==> src/rtl/usb_tx_pkg.sv <==
package usb_tx_pkg;

  // Transmit sequencer states
  typedef enum logic [2:0] {
    ST_RESET = 3'd0,
    ST_WAIT  = 3'd1,
    ST_SYNC  = 3'd2,
    ST_LOAD  = 3'd3,
    ST_DWAIT = 3'd4,
    ST_EOP   = 3'd5
  } txState_t;

  // One-cycle strobes from the sequencer to the bit datapath
  typedef struct packed {
    logic loadSync;   // start of packet: load preamble into shifter
    logic takeByte;   // handshake completed: capture input byte
    logic startEop;   // all bits out: begin end-of-packet
  } txStrobe_t;

endpackage

==> src/rtl/usb_tx_ctrl.sv <==
module usb_tx_ctrl
  import usb_tx_pkg::*;
(
  input  logic      clk,
  input  logic      rstN,
  input  logic      sendValid,
  input  logic      holdFull,
  input  logic      shiftBusy,
  input  logic      reloadNow,
  input  logic      eopDone,
  output txStrobe_t strobe,
  output logic      sendReady,
  output logic      inEop
);

  txState_t state, stateNext;
  logic     closing;
  logic     inPacket;
  logic     endReq;

  assign inPacket  = (state == ST_SYNC) || (state == ST_LOAD) || (state == ST_DWAIT);
  assign sendReady = inPacket && !holdFull && !closing;
  assign endReq    = closing || !sendValid;
  assign inEop     = (state == ST_EOP);

  always_comb begin
    strobe.loadSync = (state == ST_WAIT) && sendValid;
    strobe.takeByte = sendValid && sendReady;
    strobe.startEop = ((state == ST_SYNC) || (state == ST_LOAD)) &&
                      endReq && !holdFull && !shiftBusy;
    stateNext = state;
    case (state)
      ST_RESET: stateNext = ST_WAIT;
      ST_WAIT:  if (strobe.loadSync) stateNext = ST_SYNC;
      ST_SYNC: begin
        if (strobe.startEop)  stateNext = ST_EOP;
        else if (reloadNow)   stateNext = ST_LOAD;
      end
      ST_LOAD: begin
        if (strobe.startEop)      stateNext = ST_EOP;
        else if (strobe.takeByte) stateNext = ST_DWAIT;
      end
      ST_DWAIT: if (reloadNow) stateNext = ST_LOAD;
      ST_EOP:   if (eopDone)   stateNext = ST_WAIT;
      default:  stateNext = ST_WAIT;
    endcase
  end

  always_ff @(posedge clk or negedge rstN) begin
    if (!rstN) begin
      state   <= ST_RESET;
      closing <= 1'b0;
    end else begin
      state <= stateNext;
      if (strobe.loadSync)            closing <= 1'b0;
      else if (inPacket && !sendValid) closing <= 1'b1;
    end
  end

  // ready stays withheld once the upstream side has let go
  a_r9_ready_withheld: assert property (@(posedge clk) disable iff (!rstN)
    (!sendValid && !sendReady) |=> !sendReady);

  // a start from idle yields ready in the very next cycle
  a_r3_ready_after_start: assert property (@(posedge clk) disable iff (!rstN)
    (state == ST_WAIT && sendValid) |=> sendReady);

endmodule

==> src/rtl/usb_tx_datapath.sv <==
module usb_tx_datapath
  import usb_tx_pkg::*;
#(
  parameter int DATA_W    = 8,
  parameter int STUFF_RUN = 6,
  parameter int SE0_BITS  = 2
) (
  input  logic              clk,
  input  logic              rstN,
  input  logic              bitEn,
  input  txStrobe_t         strobe,
  input  logic              inEop,
  input  logic [DATA_W-1:0] sendData,
  output logic              holdFull,
  output logic              shiftBusy,
  output logic              reloadNow,
  output logic              eopDone,
  output logic              lineOut,
  output logic              seZero
);

  localparam int CNT_W = $clog2(DATA_W);
  localparam int RUN_W = $clog2(STUFF_RUN + 1);
  localparam int EOP_W = $clog2(SE0_BITS + 1);
  localparam logic [DATA_W-1:0] SYNC_PAT = {1'b1, {(DATA_W-1){1'b0}}};

  logic [DATA_W-1:0] holdReg;
  logic [DATA_W-1:0] shiftReg;
  logic [CNT_W-1:0]  bitIdx;
  logic              shiftValid;
  logic [RUN_W-1:0]  onesCnt;
  logic [EOP_W-1:0]  eopCnt;

  logic stuffNow, emitData, emitStuff, lastBit, eopTick;

  assign stuffNow  = (onesCnt == RUN_W'(STUFF_RUN));
  assign emitData  = bitEn && shiftValid && !stuffNow && !inEop;
  assign emitStuff = bitEn && stuffNow && !inEop;
  assign lastBit   = emitData && (bitIdx == CNT_W'(DATA_W - 1));
  assign reloadNow = holdFull && (!shiftValid || lastBit) && !strobe.loadSync;
  assign shiftBusy = shiftValid || stuffNow;
  assign eopTick   = inEop && bitEn;
  assign eopDone   = eopTick && (eopCnt == EOP_W'(SE0_BITS));

  // Holding register: filled by the handshake, drained into the shifter
  always_ff @(posedge clk or negedge rstN) begin
    if (!rstN) begin
      holdReg  <= '0;
      holdFull <= 1'b0;
    end else if (strobe.takeByte) begin
      holdReg  <= sendData;
      holdFull <= 1'b1;
    end else if (reloadNow) begin
      holdFull <= 1'b0;
    end
  end

  // Shift register, LSB leaves first
  always_ff @(posedge clk or negedge rstN) begin
    if (!rstN) begin
      shiftReg   <= '0;
      bitIdx     <= '0;
      shiftValid <= 1'b0;
    end else if (strobe.loadSync) begin
      shiftReg   <= SYNC_PAT;
      bitIdx     <= '0;
      shiftValid <= 1'b1;
    end else if (reloadNow) begin
      shiftReg   <= holdReg;
      bitIdx     <= '0;
      shiftValid <= 1'b1;
    end else if (emitData) begin
      shiftReg <= shiftReg >> 1;
      bitIdx   <= bitIdx + 1'b1;
      if (lastBit) shiftValid <= 1'b0;
    end
  end

  // Ones-run counter for bit stuffing
  always_ff @(posedge clk or negedge rstN) begin
    if (!rstN) begin
      onesCnt <= '0;
    end else if (strobe.loadSync || emitStuff) begin
      onesCnt <= '0;
    end else if (emitData) begin
      onesCnt <= shiftReg[0] ? onesCnt + 1'b1 : '0;
    end
  end

  // NRZI line and end-of-packet sequencing
  always_ff @(posedge clk or negedge rstN) begin
    if (!rstN) begin
      lineOut <= 1'b1;
      seZero  <= 1'b0;
      eopCnt  <= '0;
    end else begin
      if (strobe.startEop) eopCnt <= '0;
      else if (eopTick && eopCnt != EOP_W'(SE0_BITS)) eopCnt <= eopCnt + 1'b1;

      if (emitStuff || (emitData && !shiftReg[0])) lineOut <= ~lineOut;
      else if (eopDone) lineOut <= 1'b1;

      if (eopTick) seZero <= (eopCnt < EOP_W'(SE0_BITS));
    end
  end

  // the run of ones never exceeds the stuffing limit
  a_r5_run_bound: assert property (@(posedge clk) disable iff (!rstN)
    onesCnt <= RUN_W'(STUFF_RUN));

  // a waiting byte is never overwritten before it reaches the shifter
  a_r4_hold_kept: assert property (@(posedge clk) disable iff (!rstN)
    (holdFull && !reloadNow) |=> (holdFull && $stable(holdReg)));

  // single-ended zero is followed by the J level
  a_r8_j_after_se0: assert property (@(posedge clk) disable iff (!rstN)
    $fell(seZero) |-> lineOut);

endmodule

==> src/rtl/usb_tx_serializer.sv <==
module usb_tx_serializer
  import usb_tx_pkg::*;
#(
  parameter int DATA_W    = 8,
  parameter int STUFF_RUN = 6,
  parameter int SE0_BITS  = 2
) (
  input  logic              clk,
  input  logic              rstN,
  input  logic              bitEn,
  input  logic              sendValid,
  input  logic [DATA_W-1:0] sendData,
  output logic              sendReady,
  output logic              lineOut,
  output logic              seZero
);

  txStrobe_t strobe;
  logic holdFull, shiftBusy, reloadNow, eopDone, inEop;

  usb_tx_ctrl u_ctrl (
    .clk       (clk),
    .rstN      (rstN),
    .sendValid (sendValid),
    .holdFull  (holdFull),
    .shiftBusy (shiftBusy),
    .reloadNow (reloadNow),
    .eopDone   (eopDone),
    .strobe    (strobe),
    .sendReady (sendReady),
    .inEop     (inEop)
  );

  usb_tx_datapath #(
    .DATA_W    (DATA_W),
    .STUFF_RUN (STUFF_RUN),
    .SE0_BITS  (SE0_BITS)
  ) u_datapath (
    .clk       (clk),
    .rstN      (rstN),
    .bitEn     (bitEn),
    .strobe    (strobe),
    .inEop     (inEop),
    .sendData  (sendData),
    .holdFull  (holdFull),
    .shiftBusy (shiftBusy),
    .reloadNow (reloadNow),
    .eopDone   (eopDone),
    .lineOut   (lineOut),
    .seZero    (seZero)
  );

  // serial outputs move only on bit strobes
  a_r10_line_on_strobe: assert property (@(posedge clk) disable iff (!rstN)
    !bitEn |=> ($stable(lineOut) && $stable(seZero)));

endmodule

==> config.mk <==
export PLATFORM = sky130hd
export DESIGN_NAME = usb_tx_serializer
export DESIGN_NICKNAME = d
export VERILOG_FILES = /design/src/rtl/usb_tx_pkg.sv /design/src/rtl/usb_tx_ctrl.sv /design/src/rtl/usb_tx_datapath.sv /design/src/rtl/usb_tx_serializer.sv
export SDC_FILE = /design/constraint.sdc
export NUM_CORES = 1
export LEC_CHECK = 0
export ABC_AREA = 1
export BUFFER_PORTS_ARGS = -buffer_cell sky130_fd_sc_hd__buf_4
export CORE_ASPECT_RATIO = 0.9
export CORE_MARGIN = 2
export CORE_UTILIZATION = 63
export DETAILED_ROUTE_END_ITERATION = 8
export GPL_ROUTABILITY_DRIVEN = 1
export HOLD_SLACK_MARGIN = 0.05
export PLACE_DENSITY = 0.87
export SLEW_MARGIN = 5
export SYNTH_ARGS = -nofsm -noshare
export SYNTH_HDL_FRONTEND = slang
export SYNTH_HIERARCHICAL = 1
export SYNTH_SLANG_ARGS = --single-unit
==> constraint.sdc <==
create_clock -name clk -period 3.08 [get_ports clk]
set_input_delay 0 -clock clk [delete_from_list [all_inputs] [get_ports clk]]
set_output_delay 0 -clock clk [all_outputs]
set_load 0.005 [all_outputs]
==> results of run 1 <==
[flip-flops by register name, indices dropped and copies added (netlist names)]
name,flops
u_datapath/holdReg,8
u_datapath/shiftReg,8
u_ctrl/state,3
u_datapath/bitIdx,3
u_datapath/onesCnt,3
u_datapath/eopCnt,2
u_ctrl/closing,1
u_datapath/holdFull,1
u_datapath/lineOut,1
u_datapath/seZero,1
u_datapath/shiftValid,1
[synthesized netlist by cell type]
library cell   n  area [µm²]
nand2_1       71         267
inv_1         33         124
dfrtp_1       31         776
nor2_1        17        63.8
nand4_1       15        93.8
nand3_1       14        70.1
a21oi_1        7        35.0
inv_2          7        26.3
nand2_2        6        37.5
ha_1           5        62.6
o21ai_0        4        20.0
o21ai_1        4        20.0
buf_2          3        15.0
nand3_2        3        30.0
nor2_2         3        18.8
nor3_1         3        15.0
clkbuf_1       2        7.51
a211oi_1       1        7.51
buf_4          1        7.51
buf_6          1        11.3
dfstp_2        1        26.3
nand2_4        1        11.3
nand3b_1       1        7.51
nand4_2        1        12.5
o21ai_2        1        8.76
or2_0          1        6.26
xor2_1         1        8.76
[cells in the final DEF, fill, tap and decap left out, drive strengths merged]
master and instances:
buf 14, a211oi 1, nor3 3, nor2 20
a21oi 7, nand4 16, dlygate4sd3 11, nand2 78
o21ai 9, nand3b 1, xor2 1, or2 1
dfrtp 31, nand3 17, dfstp 1, bufinv 1
inv 40, clkbuf 7, ha 5
[through the flow]
stage / cells / power (mW) / hold slack [ps] / setup WS, ps
floorplan: 238 / 1.39 / -296 / 1490
global placement: 285 / 1.54 / -42.6 / 1200
detailed placement: 285 / 1.57 / -38.5 / 1170
CTS: 304 / 1.96 / 117 / 1120
global route: 304 / 2.14 / 144 / 921
finish: 304 / 1.96 / 134 / 1090
[kinds of logic after synthesis]
family	count (synthesis)	synth area share (%)
AND/OR/NAND/NOR	136	35.4
adder cells (fa/ha/maj)	5	3.50
flip-flops	32	44.8
AO/OA/AOI/OAI	17	5.11
XOR/XNOR	1	0.490
buffers and inverters	47	10.7
[metal layers]
metal,vias to the layer above,part of all wire (%)
li1,797,-
met1,735,42
met2,51,50
met3,9,5.9
met4,0,1.3
met5,-,0
[area by class of cell]
| type | instances | area, µm² |
|---|---|---|
| sequential | 32 | 802 |
| multi-input combinational | 159 | 796 |
| fill | 201 | 617 |
| timing repair buffer | 25 | 215 |
| inverter | 40 | 150 |
| clock buffer | 7 | 65.1 |
| tap | 40 | 50.0 |
| clock inverter | 1 | 30.0 |
[power groups by stage]
stage          sequential [mW]  combinational (mW)  clock (mW)
2_1_floorplan            0.716               0.669           0
3_3_place_gp             0.759               0.781           0
3_5_place_dp             0.766               0.809           0
4_1_cts                  0.759               0.829       0.371
5_1_grt                  0.782               0.961       0.393
6_report                 0.761               0.835       0.363
[path summary, 6_finish.rpt]
path	endpoint	start	slack [ps]
max	u_ctrl/state[1]$_DFFE_PN0P_	u_datapath/onesCnt[0]$_DFFE_PN0P_	1090
min	u_datapath/onesCnt[2]$_DFFE_PN0P_	rstN	130
max reg2reg	u_ctrl/state[1]$_DFFE_PN0P_	u_datapath/onesCnt[0]$_DFFE_PN0P_	1090
min reg2reg	u_datapath/seZero$_DFFE_PN0P_	u_datapath/seZero$_DFFE_PN0P_	500
max in group asynchronous	u_datapath/lineOut$_DFFE_PN1P_	rstN	2620
min in group clk	u_datapath/holdReg[7]$_DFFE_PN0P_	sendData[7]	410
==> results_dict.tcl, run 1 <==
set metrics [dict create \
    status "finished, final reports clean" \
    crit_cells 13 \
    busiest_layer "met2" \
    drive_gt1_share_pct 17.0 \
    via_per_inst 5.24 \
    cp-end-kind "register" \
    rows 18 \
    max-vdd-ir-drop_mv 0.632 \
    routed_wl_um 3870 \
    place_congestion 0.920 \
    post_cts_resize_count 0 \
    max_slew_margin_pct 57.9 \
    grt_pass1_wl_um 6400 \
    cts.clk_slew.worst_paths_ps 110 \
    wire_per_inst_um 12.7 \
    ant_nets 0 \
    synth_area_mm2 0.00179 \
    post-route-period-util_pct 64.6 \
    slowest_delay_ps 360 \
    cts-root-buf "clkbuf_4" \
    gr-usage-all-layers_pct 27.6 \
    critical_path_class "reg -> reg" \
    die_x_um 60.2 \
    grt_start_max_net_pins 33 \
    use_met3_pct 8.75 \
    fin_util_pct 77.4 \
    tightest_slew_ps 631 \
    p_sw_mw 0.812 \
    grt_remaining_overflow 0 \
    drv_cap 0 \
    cp_num_buf_inv 2 \
    clockBufferDepth 2 \
    finalClockSkew_ps 15.5 \
    dr.pass1.iters 4 \
    antenna_found_initial 0 \
    boundaryPins 15 \
    rsz0062_at_grt "no" \
    start_util_pct 65.7 \
    cp_data_arrival_time_ps 2260 \
    synthCells 238 \
    place_hpwl_um 2500 \
    die_y_um 54.6 \
    fmax_mhz 503 \
    p_leak_nw 1.17 \
    seq_area_frac_synth_pct 44.8 \
    diodes 0 \
    drtIter0Drc 84 \
    cp-start-kind "register" \
    finalSetupTns_ps 0 \
    area_growth_pct 17.8 \
    grtUsageMet1_pct 32.8 \
    io_buffer_count 14 \
    hold_class "in -> async" \
    pwr-share-clk_pct 18.6 \
    fin_area_mm2 0.00211 \
    core_region_area_mm2 0.00273 \
    synth_seq_cells 32 \
    hold_violations 0 \
    place_area_mm2 0.00190 \
    die_area_mm2 0.00328 \
    reg2reg_depth 13 \
    grt_pass1_vias 1484 \
    htreeDepth 2 \
    syn_avg_cell_area_um2 7.52 \
    finalSetupViolCount 0 \
    vias 1592 \
    power.internal_mw 1.15 \
    period_needed_ps 1990 \
    critPathTopFamily "simple AND/OR/NAND/NOR gates" \
    clk_latency_ps 350 \
    combPwrFrac_pct 42.6 \
    cp_cell_sequence "inv_1 -> ha_1 -> nand2_2 -> nand4_2 -> nand2_2 -> nand2_4 -> nor2_2 -> inv_1 -> nand2_1 -> nand3_1 -> nor2_1 -> nor2_1 -> o21ai_1" \
    numClockSinks 32 \
    cts-hold-fix-buffers 11 \
    yosys_warnings 6 \
    slew_violations 0 \
    seq_power_share_pct 38.9 \
    post_cts_buffers 0 \
    p_sw_share_pct 41.4 \
    cp_slowest_cell "dfrtp_1" \
    cts_buffers 5 \
    power_per_cell_area_mw_per_mm2 929 \
    cts_tree "built" \
    groute.layer.met2.usage_pct 47.8 \
    required_ps 3350 \
    nNetsFinal 280 \
    syn_nets 255 \
    drc 0 \
    synth.distinct_cells 27 \
    critPathMaxFanout 17 \
]
Power figures use the tool's default switching activity.
==> inputs of run 2 (changes only) <==
CORE_UTILIZATION = 53   (was 63)
PLACE_DENSITY = 0.79   (was 0.87)
clock period = 1.8 ns   (was 3.08 ns; I/O delays follow)
==> results_dict.tcl, run 2 (same netlist as run 1, synthesis figures left out) <==
set metrics [dict create \
    cp-end-kind "register" \
    place_hpwl_um 2630 \
    finalClockSkew_ps 2.53 \
    cts.clk_slew.worst_paths_ps 60 \
    cp_num_buf_inv 1 \
    cp-start-kind "register" \
    worstReg2RegEnd "u_ctrl/state[1]$_DFFE_PN0P_" \
    crit_cells 12 \
    reg2reg_depth 12 \
    drc 0 \
    slew_violations 0 \
    hold_violations 0 \
    area_growth_pct 25.3 \
    top_regs "u_datapath/holdReg: 8 flops, u_datapath/shiftReg: 8 flops" \
    clk_latency_ps 280 \
    place_area_mm2 0.00195 \
    timing.rr.start "u_datapath/bitIdx[0]$_DFFE_PN0P_" \
    rows 20 \
    grt_pass1_vias 1586 \
    numClockSinks 32 \
    cts_buffers 5 \
    hold_slack_ps 183 \
    cts-root-buf "clkbuf_8" \
    critPathLaunch "u_datapath/bitIdx[0]$_DFFE_PN0P_" \
    p_leak_nw 1.22 \
    fmax_mhz 597 \
    start_util_pct 54.2 \
    htreeDepth 2 \
    io_buffer_count 14 \
    dp_slack_ps 119 \
    critPathCapture "u_ctrl/state[1]$_DFFE_PN0P_" \
    post-route-period-util_pct 93.0 \
    cp_data_arrival_time_ps 1880 \
    die_y_um 59.1 \
    max-vdd-ir-drop_mv 1.01 \
    critPathMaxFanout 4 \
    critical_path_class "reg -> reg" \
    grt_remaining_overflow 0 \
    diodes 0 \
    critPathTopFamily "simple AND/OR/NAND/NOR gates" \
    hold_class "in -> async" \
    clockBufferDepth 2 \
    die_x_um 65.2 \
    grt_start_max_net_pins 33 \
    period_needed_ps 1670 \
    cp_cell_sequence "ha_2 -> ha_4 -> nand4_2 -> nand2_2 -> nand2_4 -> nor2_4 -> inv_1 -> nand2_1 -> nand3_1 -> nor2_1 -> nor2_1 -> o21ai_1" \
    slowest_delay_ps 360 \
    place_congestion 0.889 \
    vias 1608 \
    wire_per_inst_um 12.1 \
    core_region_area_mm2 0.00330 \
    boundaryPins 15 \
    tightest_slew_ps 446 \
    setup_ws_ps 126 \
    cp_slowest_cell "dfrtp_1" \
    dr.pass1.iters 4 \
    via_per_inst 5.03 \
    power_per_cell_area_mw_per_mm2 1560 \
    reg2reg_slack_ps 130 \
    antenna_found_initial 0 \
    cpMostUsedCell "nor2_1" \
    ant_nets 0 \
    routed_wl_um 3870 \
    cts_tree "built" \
    fin_util_pct 67.9 \
    fin_area_mm2 0.00224 \
    die_area_mm2 0.00386 \
    grt_pass1_wl_um 6600 \
    drv_cap 0 \
    nNetsFinal 292 \
    max_slew_margin_pct 70.3 \
    status "finished, final reports clean" \
    drive_gt1_share_pct 22.1 \
    final_cell_mix "nand2_1, inv_1, dfrtp_1" \
    total_power_mw 3.50 \
    required_ps 2010 \
    drtIter0Drc 119 \
    gr-usage-all-layers_pct 22.7 \
    finalSetupViolCount 0 \
    final_common_cell "nand2_1" \
]
## run 2: timing repair
item,CTS,global route
gates resized for setup,0,9
endpoints found under the setup margin,0,6
hold endpoints to repair,42,0
hold buffers,10,0
setup buffers,0,7
## run 2: routing by layer
metal	vias to the layer above	routed length (µm)	share of wire (%)	track usage, %
met4	0	91	2.4	9.82
met1	731	1750	45	28.2
met2	43	1850	48	38.8
li1	826	-	-	-
met3	8	168	4.3	4.75
met5	-	0	0	0
## run 2: final cells by class
type / count / area, µm²
Sequential cell: 32 / 802
Fill cell: 281 / 1060
Clock buffer: 8 / 100
Tap cell: 44 / 55.1
Timing Repair Buffer: 36 / 295
Timing Repair inverter: 1 / 7.51
Multi-Input combinational cell: 159 / 828
Inverter: 40 / 154
## run 2: power by group
part / total [mW] / internal [mW] / switching (mW)
logic: 1.60 / 0.637 / 0.958
clock network: 0.597 / 0.349 / 0.249
registers: 1.31 / 1.07 / 0.239
## run 2: worst register-to-register path: stages, from the launching register on
cell     delay, ps
dfrtp_1        360
ha_2           200
ha_4           140
nand4_2        100
nand2_2        100
nand2_4         70
nor2_4         150
inv_1           70
nand2_1         60
nand3_1         70
nor2_1         120
nor2_1          60
o21ai_1        100
## run 2: worst min path at each step
stage                                        end
6_report       u_datapath/holdReg[4]$_DFFE_PN0P_
2_1_floorplan         u_ctrl/closing$_DFFE_PN0P_
5_1_grt            u_datapath/seZero$_DFFE_PN0P_
3_5_place_dp   u_datapath/holdReg[5]$_DFFE_PN0P_
3_3_place_gp   u_datapath/holdReg[5]$_DFFE_PN0P_
4_1_cts            u_datapath/seZero$_DFFE_PN0P_
## run 2: stage by stage
stage | instances | setup TNS (ps)
final | 320 | 0
after global routing | 320 | -8.79
after CTS | 312 | 0
after detailed placement | 294 | 0
after global placement | 294 | 0
after floorplan | 238 | 0
